## config.mk

```make
export PLATFORM = sky130hd
export DESIGN_NAME = multi_pwm
export DESIGN_NICKNAME = d
export VERILOG_FILES = /design/src/rtl/pwm_pkg.sv /design/src/rtl/pwm_regs.sv /design/src/rtl/pwm_timebase.sv /design/src/rtl/pwm_chan.sv /design/src/rtl/multi_pwm.sv
export SDC_FILE = /design/constraint.sdc
export NUM_CORES = 1
export LEC_CHECK = 0
export ABC_CLOCK_PERIOD_IN_PS = 2200
export BUFFER_PORTS_ARGS = -buffer_cell sky130_fd_sc_hd__buf_2
export CORE_AREA = 3 3 223 225
export DETAILED_ROUTE_END_ITERATION = 12
export DIE_AREA = 0 0 226 228
export PLACE_DENSITY = 0.53
export SYNTH_ARGS = -nofsm -noshare
export SYNTH_HDL_FRONTEND = slang
export SYNTH_SLANG_ARGS = --single-unit
```

## constraint.sdc

```tcl
create_clock -name clk -period 2.2 [get_ports clk]
set_input_delay 0.44 -clock clk [delete_from_list [all_inputs] [get_ports clk]]
set_output_delay 0.44 -clock clk [all_outputs]
set_load 0.01 [all_outputs]
```

## src/rtl/pwm_pkg.sv

```systemverilog
package pwm_pkg;

    // Per-channel waveform state
    typedef enum logic [1:0] {
        CH_OFF  = 2'd0,
        CH_LOW  = 2'd1,
        CH_HIGH = 2'd2
    } ch_state_t;

endpackage

```

## src/rtl/pwm_regs.sv

```systemverilog
module pwm_regs #(
    parameter int NCH = 4,
    parameter int CW  = 16,
    parameter int AW  = 5
) (
    input  logic                     clk,
    input  logic                     rst_n,
    input  logic                     wr_en,
    input  logic [AW-1:0]            addr,
    input  logic [7:0]               wdata,
    output logic [7:0]               rdata,
    output logic [CW-1:0]            reload_q,
    output logic [NCH-1:0]           en_q,
    output logic [NCH-1:0][CW-1:0]   set_q,
    output logic [NCH-1:0][CW-1:0]   clr_q
);

    localparam int NB        = CW / 8;
    localparam int RELOAD_AD = 0;
    localparam int EN_AD     = NB;
    localparam int CH_BASE   = 2 * NB;
    localparam int CH_STRIDE = 2 * NB;

    always_ff @(posedge clk or negedge rst_n) begin
        if (!rst_n) begin
            reload_q <= '0;
            en_q     <= '0;
            set_q    <= '0;
            clr_q    <= '0;
        end else if (wr_en) begin
            for (int b = 0; b < NB; b++) begin
                if (addr == AW'(RELOAD_AD + b))
                    reload_q[b*8 +: 8] <= wdata;
            end
            if (addr == AW'(EN_AD))
                en_q <= wdata[NCH-1:0];
            for (int i = 0; i < NCH; i++) begin
                for (int b = 0; b < NB; b++) begin
                    if (addr == AW'(CH_BASE + i*CH_STRIDE + b))
                        set_q[i][b*8 +: 8] <= wdata;
                    if (addr == AW'(CH_BASE + i*CH_STRIDE + NB + b))
                        clr_q[i][b*8 +: 8] <= wdata;
                end
            end
        end
    end

    always_comb begin
        rdata = '0;
        for (int b = 0; b < NB; b++) begin
            if (addr == AW'(RELOAD_AD + b))
                rdata = reload_q[b*8 +: 8];
        end
        if (addr == AW'(EN_AD))
            rdata[NCH-1:0] = en_q;
        for (int i = 0; i < NCH; i++) begin
            for (int b = 0; b < NB; b++) begin
                if (addr == AW'(CH_BASE + i*CH_STRIDE + b))
                    rdata = set_q[i][b*8 +: 8];
                if (addr == AW'(CH_BASE + i*CH_STRIDE + NB + b))
                    rdata = clr_q[i][b*8 +: 8];
            end
        end
    end

endmodule

```

## src/rtl/pwm_timebase.sv

```systemverilog
module pwm_timebase #(
    parameter int NCH = 4,
    parameter int CW  = 16
) (
    input  logic                     clk,
    input  logic                     rst_n,
    input  logic [CW-1:0]            reload_prog,
    input  logic [NCH-1:0][CW-1:0]   set_prog,
    input  logic [NCH-1:0][CW-1:0]   clr_prog,
    output logic [CW-1:0]            cnt,
    output logic [CW-1:0]            reload_act,
    output logic [NCH-1:0][CW-1:0]   set_act,
    output logic [NCH-1:0][CW-1:0]   clr_act
);

    logic wrap;
    assign wrap = (cnt == reload_act);

    // Counter plus shadow copies, refreshed only at the period boundary
    always_ff @(posedge clk or negedge rst_n) begin
        if (!rst_n) begin
            cnt        <= '0;
            reload_act <= '0;
            set_act    <= '0;
            clr_act    <= '0;
        end else if (wrap) begin
            cnt        <= '0;
            reload_act <= reload_prog;
            set_act    <= set_prog;
            clr_act    <= clr_prog;
        end else begin
            cnt <= cnt + CW'(1);
        end
    end

    // return to zero after the terminal count
    a_r1_wrap_to_zero: assert property (@(posedge clk) disable iff (!rst_n)
        (cnt == reload_act) |=> (cnt == '0));

    // single-step increment inside the period
    a_r1_step: assert property (@(posedge clk) disable iff (!rst_n)
        (cnt != reload_act) |=> (cnt == $past(cnt) + CW'(1)));

    // active settings frozen mid-period
    a_r8_shadow_hold: assert property (@(posedge clk) disable iff (!rst_n)
        (cnt != reload_act) |=> ($stable(reload_act) && $stable(set_act) && $stable(clr_act)));

endmodule

```

## src/rtl/pwm_chan.sv

```systemverilog
module pwm_chan
    import pwm_pkg::*;
#(
    parameter int CW = 16
) (
    input  logic          clk,
    input  logic          rst_n,
    input  logic          en,
    input  logic [CW-1:0] cnt,
    input  logic [CW-1:0] set_v,
    input  logic [CW-1:0] clr_v,
    output logic          out,
    output logic          out_n
);

    ch_state_t state_q, state_d;

    always_ff @(posedge clk or negedge rst_n) begin
        if (!rst_n) state_q <= CH_OFF;
        else        state_q <= state_d;
    end

    always_comb begin
        state_d = state_q;
        if (!en) begin
            state_d = CH_OFF;                               // ANY_TO_OFF
        end else begin
            unique case (state_q)
                CH_OFF:  state_d = CH_LOW;                  // OFF_TO_LOW
                CH_LOW:  if (cnt == set_v && set_v != clr_v)
                             state_d = CH_HIGH;             // LOW_TO_HIGH
                CH_HIGH: if (cnt == clr_v || set_v == clr_v)
                             state_d = CH_LOW;              // HIGH_TO_LOW
                default: state_d = CH_OFF;
            endcase
        end
    end

    always_comb begin
        out   = (state_q == CH_HIGH);
        out_n = ~out;
    end

    // a rise only follows a start-point match with distinct points
    a_r2_rise_at_start: assert property (@(posedge clk) disable iff (!rst_n)
        $rose(out) |-> ($past(cnt) == $past(set_v) && $past(set_v) != $past(clr_v)));

    // a fall follows an end-point match, a disable, or equal points
    a_r3_fall_at_end: assert property (@(posedge clk) disable iff (!rst_n)
        $fell(out) |-> (!$past(en) || $past(cnt) == $past(clr_v) || $past(set_v) == $past(clr_v)));

    // disabled channel low on the next cycle
    a_r6_off_low: assert property (@(posedge clk) disable iff (!rst_n)
        !en |=> !out);

    // freshly enabled channel starts low
    a_r7_start_low: assert property (@(posedge clk) disable iff (!rst_n)
        $rose(en) |=> !out);

endmodule

```

## src/rtl/multi_pwm.sv

```systemverilog
module multi_pwm #(
    parameter int NCH = 4,
    parameter int CW  = 16,
    parameter int AW  = 5
) (
    input  logic           clk,
    input  logic           rst_n,
    input  logic           wr_en,
    input  logic [AW-1:0]  addr,
    input  logic [7:0]     wdata,
    output logic [7:0]     rdata,
    output logic [NCH-1:0] pwm_out,
    output logic [NCH-1:0] pwm_out_n
);

    logic [CW-1:0]           reload_q, reload_act, cnt;
    logic [NCH-1:0]          en_q;
    logic [NCH-1:0][CW-1:0]  set_q, clr_q, set_act, clr_act;

    pwm_regs #(.NCH(NCH), .CW(CW), .AW(AW)) u_regs (
        .clk      (clk),
        .rst_n    (rst_n),
        .wr_en    (wr_en),
        .addr     (addr),
        .wdata    (wdata),
        .rdata    (rdata),
        .reload_q (reload_q),
        .en_q     (en_q),
        .set_q    (set_q),
        .clr_q    (clr_q)
    );

    pwm_timebase #(.NCH(NCH), .CW(CW)) u_tb (
        .clk         (clk),
        .rst_n       (rst_n),
        .reload_prog (reload_q),
        .set_prog    (set_q),
        .clr_prog    (clr_q),
        .cnt         (cnt),
        .reload_act  (reload_act),
        .set_act     (set_act),
        .clr_act     (clr_act)
    );

    for (genvar g = 0; g < NCH; g++) begin : g_ch
        pwm_chan #(.CW(CW)) u_ch (
            .clk   (clk),
            .rst_n (rst_n),
            .en    (en_q[g]),
            .cnt   (cnt),
            .set_v (set_act[g]),
            .clr_v (clr_act[g]),
            .out   (pwm_out[g]),
            .out_n (pwm_out_n[g])
        );
    end

endmodule

```

==> summary.md, run 1 <==
| Metric | Value |
|---|---|
| Run status | complete, but fails checks |
| Failing checks | negative setup slack |
| Global-route wire length before repair | 83.0 mm |
| Endpoints failing hold | 0 |
| Vias in the first global route | 12100 |
| Initial Util | 34.1% |
| Gr ovfl total | 0 |
| Clk slew on worst S/H paths | roughly 60 ps |
| Port-buffer cells | 31 |
| Filler cells | approximately 4500 |
| # setup viols final | 8 |
| Crit. End Element | primary output |
| Cell Rows | 80 |
| Max cap viols | 0 |
| Leak | approximately 9.7 nW |
| RSZ-0062 raised after global routing | true |
| Most common cell after layout, fill and taps aside | dfrtp_1 |
| Fraction of registers with async set/reset | 100% |
| Most used flip-flop cell after synthesis | dfrtp_1 |
| Total number of vias | approximately 12000 |
| Largest cells by area after synthesis | dfrtp_1, mux2_2, xor2_1 |
| Peak supply drop | 0.535 mV |
| CP Cell Sequence | nand2b_4, o22ai_2, a222oi_1, buf_4, o21ai_2, a21oi_2, buf_2 |
| Hpwl dp | 41.9 mm |
| Setup ws final | -456 ps |
| Yosys top cell area share | 48.6% |
| Seq/Total Area, Yosys | 48.6% |
| Buf+Inv Stages, Crit Path | 2 |
| HP Class | input port to flop |
| Slowest CP cell | a222oi_1 |
| Synth cell types | 70 |
| Largest net degree at the start of global routing | 66 |
| Clock buffer depth | 3 |
| DR iter-0 viols | around 950 |
| Total of warnings raised by yosys | 0 |
| WP data required | around 1800 ps |
| Reg2Reg Setup Slack | around 90 ps |
| Largest area contributor in the netlist | dfrtp_1 |
| Max-slew violations | 0 |
| Sink Count | 316 |
| Initial antenna violation count | 2 |
| Most frequent cells in the layout | dfrtp_1, mux2_2, buf_4 |
| CTS tree | done |
| Die area | about 52000 µm² |
| WS Path Type | flop to primary output |
| Critical path's largest stage delay | roughly 520 ps |
| Root Buffer | clkbuf_16 |
| Power Density | ~1100 nW/µm² |
| Core Util, Final | between 40% and 50% |
| Htree depth | 2 |
| Die width | 226 µm |
| ANT nets after route | 0 |
| DRT Pass-1 Iters | 5 |
| GRT Util Overall | between 20% and 30% |
| Chip height | ~230 µm |
| Slew headroom | between 50 and 60% |
| Ratio of cells with drive above 1 in the final layout | 37.9% |
| CORE AREA | 47700 µm² |
| WL/cell | ~26 µm |
| CP Max Fanout | 2 |
| Final period utilization | 121% |
| Critical Path AT | 2220 ps |
| Syn_area_per_cell | approximately 12 µm² |
| Cts bufs inserted | 36 |
| Mapped cell area | around 16000 µm² |
| Yosys reg bits | roughly 320 |
| Syn Inst Count | ~1300 |
| Nets@finish | roughly 1500 |
| Fmax | about 0.38 GHz |
| Clk_lat worst skew | ~550 ps |
| Routed vias/inst | roughly 5.3 |
| IO Count | 32 |
| Crit start category | flop |
| Routed WL | roughly 57 mm |
| Worst slew pin tran | around 740 ps |
| GPL Wtd Cong | 0.955 |
| Clock skew | around 23 ps |
| Worst path top cell family by delay | compound AO/OA/AOI/OAI gates |
| Mapped Nets | 1361 |
| Fin crit period | 2660 ps |
| EDFF count, synth | 0 |
| Layout area overhead | 23.4% |
| DRC Markers | 0 |
| Setup TNS | -3130 ps |
repair_timing:
item | in CTS | in global routing
gates resized for setup | 47 | 40
hold buffers | 1 | 0
setup endpoints to repair | 8 | 77
buffers inserted | 7 | 7
pin swaps | 27 | 22
cloned | 0 | 3
hold endpoints to repair | 44 | 0
kinds of logic (layout without fill, tap and decap cells):
logic type / count (synthesis) / after routing / synth area share [%]
AO/OA/AOI/OAI: 141 / 141 / 5.91
XOR/XNOR: 218 / 218 / 11.7
adder cells (fa/ha/maj): 1 / 1 / 0.0769
buffers and inverters: 107 / 308 / 3.34
flip-flops: 316 / 316 / 48.6
multiplexers: 308 / 308 / 21.6
other: 0 / 1 / 0
AND/OR/NAND/NOR: 253 / 253 / 8.81
cell usage after synthesis, types with 5 or more instances:
cell type and instances:
and2_1 13, buf_6 6, a21oi_1 32, mux2_2 225
a22oi_1 6, nor3_1 11, buf_1 6, nand4_1 25
inv_1 15, xnor2_1 53, clkbuf_1 23, a211oi_1 6
buf_4 10, mux2_1 66, nor4_1 42, nor2_2 9
buf_2 47, o211ai_1 10, nand3_1 23, nor2b_1 10
o21ai_0 28, o22ai_1 8, xor2_1 165, dfrtp_1 316
nor2_1 22, nand2b_1 13, mux2i_1 12, nand2_1 48
mux4_2 5, or3_1 8
state kept, by name, indices dropped and copies added, names as in the netlist:
signal / flops
u_regs.reload_q: 16
u_tb.reload_act: 16
u_regs.en_q: 4
u_tb.set_act: 64
u_tb.clr_act: 64
u_tb.cnt: 16
u_regs.clr_q: 64
u_regs.set_q: 64
g_ch.u_ch.state_q: 8
worst reg2reg max path: stages (launching register included):
cell and delay, ps:
dfrtp_2 470, xor2_2 180, nor4_2 330, nand4_1 150, buf_4 180, buf_12 180, mux2_1 490
routing by layer:
metal	vias to the layer above	global-route usage [%]	wire length [µm]
met2	274	34.3	26100
li1	5159	-	-
met3	90	3.83	2620
met1	6012	30.7	26100
met5	-	0	0
met4	0	8.10	1970
report_power, final:
group / total, mW / internal, mW / switching, mW / leakage, nW
clock: 5.90 / 3.50 / 2.40 / 0.557
combinational: 6.43 / 3.31 / 3.12 / 5.02
sequential: 9.19 / 7.36 / 1.83 / 4.13
total: 21.5 / 14.2 / 7.35 / 9.71
stage by stage:
step                hold WS, ps  total power, mW  std cells  area (µm²)  setup slack (ps)
floorplan                   144             12.9       1344       16300             -38.7
global placement            429             15.4       2088       18400              -700
detailed placement          435             15.4       2088       18400              -644
CTS                         426             21.5       2151       19800              -480
global route                463             22.6       2160       20100              -515
finish                      458             21.5       2161       20100              -456
layout make-up:
type	instances	area (µm²)	share of cell area [%]
well taps	615	769	3.83
clock inverters	8	92.6	0.461
repair buffers	234	2080	10.3
inverters	15	56.3	0.280
flip-flops and latches	316	7910	39.4
clock buffers	51	1040	5.17
multi-input cells	921	8140	40.5
diodes	1	2.50	0.0125
worst paths after layout:
path | cells past startpoint | from | to
worst max-delay path | 7 | u_regs.clr_q[35]$_DFFE_PN0P_ | rdata[3]
worst min-delay path | 3 | wdata[2] | u_regs.clr_q[18]$_DFFE_PN0P_
worst max register to register | 6 | u_tb.cnt[15]$_DFF_PN0_ | u_tb.clr_act[21]$_DFFE_PN0N_
worst min register to register | 2 | u_regs.en_q[2]$_DFFE_PN0P_ | g_ch[2].u_ch.state_q[1]$_DFFE_PN0P_
max in group asynchronous | 3 | rst_n | u_tb.set_act[42]$_DFFE_PN0N_
min in group asynchronous | 2 | rst_n | g_ch[0].u_ch.state_q[1]$_DFFE_PN0P_
Note: power is estimated with default switching activity, not from simulation.
==> run 2: changes to the inputs <==
--- a/config.mk
+++ b/config.mk
@@ -11,6 +11,7 @@
 export DETAILED_ROUTE_END_ITERATION = 12
 export DIE_AREA = 0 0 226 228
 export PLACE_DENSITY = 0.53
+export SKIP_CTS_REPAIR_TIMING = 1
 export SYNTH_ARGS = -nofsm -noshare
 export SYNTH_HDL_FRONTEND = slang
 export SYNTH_SLANG_ARGS = --single-unit
==> summary.md, run 2 (synthesis gave the netlist of run 1 again) <==
| Metric | Value |
|---|---|
| Root Buffer | clkbuf_16 |
| Worst hold path stage count | 3 (unchanged) |
| Die width | 226 µm (unchanged) |
| Clock buffer depth | 3 (unchanged) |
| Failing checks | negative setup slack |
| Worst Setup SP | u_regs.en_q[3]$_DFFE_PN0P_ |
| Total number of vias | 11500 (-0.57%) |
| Final std cells w/o fill | 2154 (-0.32%) |
| Most common cell after layout, fill and taps aside | dfrtp_1 |
| Leak | 9.67 nW (-0.41%) |
| Setup ws final | -498 ps (-42.5 ps) |
| Placed cells | 2088 (unchanged) |
| Clock skew | 21.2 ps (-2.27 ps) |
| Initial Util | 34.1% (unchanged) |
| Crit Reg-Reg Endpoint | u_tb.clr_act[21]$_DFFE_PN0N_ |
| Worst Hold Path EP | u_regs.set_q[30]$_DFFE_PN0P_ |
| Layout area overhead | 23.1% |
| ANT nets after route | 0 (unchanged) |
| Htree depth | 2 (unchanged) |
| Worst slew pin tran | 759 ps (+17.0 ps) |
| Run status | complete, but fails checks |
| Combinational fraction of design power | 29.8% (about the same) |
| CORE AREA | 47700 µm² (unchanged) |
| Peak supply drop | 0.537 mV (+0.34%) |
| Power Density | 1070 nW/µm² (about the same) |
| IO Count | 32 (unchanged) |
| Critical Path AT | 2260 ps (+40 ps) |
| WL/cell | 26.3 µm (+0.12%) |
| Max-slew violations | 0 (unchanged) |
| Initial antenna violation count | 2 (unchanged) |
| Slew headroom | 49.4% (-1.1 points) |
| Inserted Diodes | 0 (-1) |
| Die area | 51500 µm² (unchanged) |
| Ratio of cells with drive above 1 in the final layout | 37.7% (-0.24 points) |
| Reg-to-reg startpoint | u_tb.cnt[15]$_DFF_PN0_ |
| Clk slew on worst S/H paths | 70 ps (about the same) |
| Routed WL | 56.6 mm (-0.20%) |
| Clock network power share | 27.4% (about the same) |
| DRC Markers | 0 (unchanged) |
| Global-route wire length before repair | 82.7 mm (-0.37%) |
| Gr ovfl total | 0 (unchanged) |
| WP data required | 1760 ps (about the same) |
| DP Area | 18400 µm² (unchanged) |
| Largest net degree at the start of global routing | 66 (unchanged) |
| Sw Share | 34.1% (-0.040 points) |
| CTS tree | done |
| Most frequent cells in the layout | dfrtp_1, mux2_2, xor2_1 |
| Routed vias/inst | 5.32 (-0.25%) |
| Sink Count | 316 (unchanged) |
| Int Power | 14.2 mW (-0.14%) |
| Crit. End Element | primary output |
| R2R depth | 6 (unchanged) |
| Hpwl dp | 41.9 mm (unchanged) |
| Fmax | 0.371 GHz (-1.6%) |
| GRT Util Overall | 21.9% (-0.058 points) |
| Clk_lat worst skew | 540 ps (about the same) |
| Final period utilization | 123% (+1.9 points) |
| HP Class | input port to flop |
| Fin crit period | 2700 ps (+42.5 ps) |
| CP Max Fanout | 2 (unchanged) |
| Port-buffer cells | 31 (unchanged) |
| Cell Rows | 80 (unchanged) |
| Crit start category | flop |
| DR iter-0 viols | 885 (-6.5%) |
| Reg2Reg Setup Slack | 110 ps (+20 ps) |
| Chip height | 228 µm (unchanged) |
| Cts bufs inserted | 36 (unchanged) |
| # setup viols final | 8 (unchanged) |
| DRT Pass-1 Iters | 7 (+2) |
| Nets@finish | 1535 (-0.39%) |
| Endpoints failing hold | 0 (unchanged) |
| Vias in the first global route | 12000 (-0.41%) |
| Switching power | 7.33 mW (-0.32%) |
| WS Path Type | flop to primary output |
| Sequential power share | 42.8% (about the same) |
| Max cap viols | 0 (unchanged) |
| Final Cell Area | 20000 µm² (-0.21%) |
| HP Start | wdata[6] |
| Pre-CTS WS | -644 ps (unchanged) |
| GPL Wtd Cong | 0.955 (unchanged) |
| RSZ-0062 raised after global routing | true |
-- run 2: changes by cell type in the layout (fill, tap and decap cells not counted), moves of 2 or more --
cell	previous run	this run
a21oi_4	2	0
buf_6	13	16
a2bb2oi_2	0	2
nor2_1	21	19
nor2_2	10	12
buf_4	169	161
a2bb2oi_1	4	2
-- run 2: worst max path at each step --
stage / slack (ps) / to / depth (start not counted)
final: -500 / rdata[3] / 6
after global routing: -560 / rdata[3] / 6
after CTS: -670 / rdata[2] / 9
after detailed placement: -640 / rdata[2] / 9
after global placement: -700 / rdata[2] / 9
after floorplan: -40 / rdata[5] / 8
-- run 2: area by class of cell --
cell class	count	area [µm²]
Tap cell	615	769
Sequential cell	316	7910
Clock inverter	8	92.6
Fill cell	4462	27700
Timing Repair Buffer	228	2040
Clock buffer	51	1040
Inverter	15	56.3
Multi-Input combinational cell	921	8140
-- run 2: power groups by stage --
stage          logic (mW)  registers [mW]  clock network, mW
2_1_floorplan        4.38            8.51                  0
6_report             6.39            9.20               5.89
4_1_cts              6.21            9.18               6.02
3_3_place_gp         6.13            9.25                  0
5_1_grt              6.97            9.39               6.23
3_5_place_dp         6.17            9.28                  0
-- run 2: layer usage --
layer | up-vias | wire length (µm) | GRT usage, %
li1 | 5154 | - | -
met1 | 5954 | 25800 | 30.6
met2 | 266 | 25900 | 34.1
met3 | 95 | 2830 | 3.86
met4 | 0 | 2110 | 8.22
met5 | - | 0 | 0
-- run 2: worst max-delay path: stages (launching register included) --
cell	delay, ps
dfrtp_1	410
or3b_4	410
a21oi_2	160
o32ai_1	100
o211ai_1	350
a21oi_2	130
buf_2	160
-- run 2: through the flow --
step                hold WS (ps)  utilization (%)  TNS (ps)  power, mW
floorplan                    144                -     -86.5       12.9
global placement             429             38.6    -11070       15.4
detailed placement           435             38.6    -12200       15.4
CTS                         -146             41.0     -4810       21.4
global route                 463             42.0     -3670       22.6
finish                       464             42.0     -3210       21.5
==> run 3: changes to the inputs <==
--- a/config.mk
+++ b/config.mk
@@ -7,10 +7,12 @@
 export LEC_CHECK = 0
 export ABC_CLOCK_PERIOD_IN_PS = 2200
 export BUFFER_PORTS_ARGS = -buffer_cell sky130_fd_sc_hd__buf_2
-export CORE_AREA = 3 3 223 225
+export CORE_AREA = 3 3 173 175
+export CTS_CLUSTER_SIZE = 40
 export DETAILED_ROUTE_END_ITERATION = 12
-export DIE_AREA = 0 0 226 228
-export PLACE_DENSITY = 0.53
+export DIE_AREA = 0 0 176 178
+export GPL_TIMING_DRIVEN = 0
+export PLACE_DENSITY = 0.79
 export SKIP_CTS_REPAIR_TIMING = 1
 export SYNTH_ARGS = -nofsm -noshare
 export SYNTH_HDL_FRONTEND = slang
==> summary.md, run 3 (synthesis gave the netlist of run 1 again) <==
| Metric | Value |
|---|---|
| Run status | complete, but fails checks |
| Failing checks | negative setup slack |
| Cell Rows | 62 (-23%) |
| Setup ws final | -554 ps (-56.4 ps) |
| GRT Util Overall | 37.4% (+15 points) |
| Nets@finish | 1450 (-5.5%) |
| Routed WL | 58.3 mm (+2.9%) |
| Buf+Inv Stages, Crit Path | 3 (+2) |
| Clk_lat worst skew | 520 ps (-20 ps) |
| Endpoints failing hold | 0 (unchanged) |
| WP data required | 1760 ps (about the same) |
| Cts bufs inserted | 35 (-2.8%) |
| Final std cells w/o fill | 1839 (-15%) |
| WL/cell | 31.7 µm (+21%) |
| Die area | 31300 µm² (-39%) |
| Port-buffer cells | 25 (-19%) |
| CP Max Fanout | 10 (+8) |
| Ratio of cells with drive above 1 in the final layout | 33.1% (-4.6 points) |
| Largest net degree at the start of global routing | 124 (+88%) |
| Initial antenna violation count | 0 (-2) |
| Crit start category | input port |
| Clock skew | 11.2 ps (-10.0 ps) |
| Peak supply drop | 0.789 mV (+47%) |
| Die width | 176 µm (-22%) |
| Hpwl dp | 41.1 mm (-2.0%) |
| Most common cell after layout, fill and taps aside | dfrtp_1 |
| Final period utilization | 125% (+2.6 points) |
| Worst slew pin tran | 1170 ps (+406 ps) |
| Slowest CP cell | o211ai_1 |
| Worst hold path stage count | 2 (-1) |
| Global-route wire length before repair | 84.0 mm (+1.6%) |
| Leak | 9.11 nW (-5.8%) |
| HP Class | input port to flop |
| Placed cells | 1755 (-16%) |
| Worst path top cell family by delay | compound AO/OA/AOI/OAI gates |
| CORE AREA | 28600 µm² (-40%) |
| Clk slew on worst S/H paths | 60 ps (about the same) |
| R2R depth | 7 (+1) |
| Sink Count | 316 (unchanged) |
| DRC Markers | 0 (unchanged) |
| Layout area overhead | 16.1% |
| Total number of vias | 11900 (+3.5%) |
| DRT Pass-1 Iters | 5 (-2) |
| RSZ-0062 raised after global routing | true |
| CTS tree | done |
| Levels on crit path | 8 (+2) |
| Inserted Diodes | 0 (unchanged) |
| Chip height | 178 µm (-22%) |
| Crit. End Element | primary output |
| ANT nets after route | 0 (unchanged) |
| Fin crit period | 2750 ps (+56.4 ps) |
| Fmax | 0.363 GHz (-2.0%) |
| Critical path's largest stage delay | 410 ps (about the same) |
| Max cap viols | 0 (unchanged) |
| Routed vias/inst | 6.46 (+21%) |
| CP Cell Sequence | buf_4, clkbuf_4, or2_2, a31oi_4, o32ai_1, o211ai_1, a21oi_2, buf_2 |
| Gr ovfl total | 0 (unchanged) |
| Power Density | 1130 nW/µm² (+5.2%) |
| Worst hold slack | 444 ps (-20.2 ps) |
| Total Power | 21.3 mW (-0.80%) |
| GPL Wtd Cong | 0.996 (+4.2%) |
| Initial Util | 56.9% (+23 points) |
| # setup viols final | 18 (+10) |
| Root Buffer | clkbuf_16 |
| Htree depth | 2 (unchanged) |
| DR iter-0 viols | 1244 (+41%) |
| Vias in the first global route | 12000 (-0.40%) |
| IO Count | 32 (unchanged) |
| Max-slew violations | 0 (unchanged) |
| Critical Path AT | 2310 ps (+50 ps) |
| WS Path Type | input port to primary output |
| Most frequent cells in the layout | dfrtp_1, mux2_2, xor2_1 |
| Slew headroom | 22.3% (-27 points) |
| Clock buffer depth | 3 (unchanged) |
==> run 3: final timing paths <==
path / start / endpoint / slack [ps]
worst max-delay path: addr[1] / rdata[3] / -550
min in group asynchronous: rst_n / g_ch[0].u_ch.state_q[1]$_DFFE_PN0P_ / 540
worst min-delay path: wdata[6] / u_regs.set_q[14]$_DFFE_PN0P_ / 440
worst min register to register: g_ch[1].u_ch.state_q[1]$_DFFE_PN0P_ / g_ch[1].u_ch.state_q[1]$_DFFE_PN0P_ / 490
max in group asynchronous: rst_n / u_tb.clr_act[28]$_DFFE_PN0N_ / 570
worst max register to register: u_tb.cnt[9]$_DFF_PN0_ / u_tb.clr_act[46]$_DFFE_PN0N_ / -20
==> run 3: routing by layer <==
layer | share of wire [%] | global-route usage, % | vias up
met1 | 41 | 50.3 | 6126
li1 | - | - | 4990
met2 | 44 | 58.0 | 598
met3 | 9.1 | 9.88 | 161
met5 | 0 | 0 | -
met4 | 5.4 | 15.6 | 0
==> run 3: worst reg2reg max path, stage by stage (launching register included) <==
cell and delay, ps:
dfrtp_1 510, xor2_1 200, nor4_1 330, nand4_1 180
buf_4 190, buf_8 170, buf_6 190, mux2_1 330
==> run 3: stage by stage <==
stage | setup WS [ps] | area, µm² | utilization, % | TNS [ps]
final | -554 | 18900 | 66.0 | -3920
after global routing | -539 | 18900 | 66.0 | -4730
after CTS | -1230 | 18100 | 63.4 | -92990
after detailed placement | -1210 | 17000 | 59.5 | -148660
after global placement | -5100 | 17000 | 59.2 | -1754200
after floorplan | -38.7 | 16300 | - | -86.5
==> run 3: final cells by class <==
class                   count  area (µm²)
clock buffers              49         988
inverters                  15        60.1
multi-input cells         921        8140
clock inverters            10         140
flip-flops and latches    316        7910
repair buffers             57         442
fillers                  2148        9720
well taps                 384         480
plain buffers              87         747
==> run 3: power by group <==
group	total (mW)	switching [mW]	internal, mW
Combinational	6.26	3.18	3.08
Clock	5.86	2.37	3.49
Sequential	9.18	1.82	7.36
Total	21.3	7.38	13.9
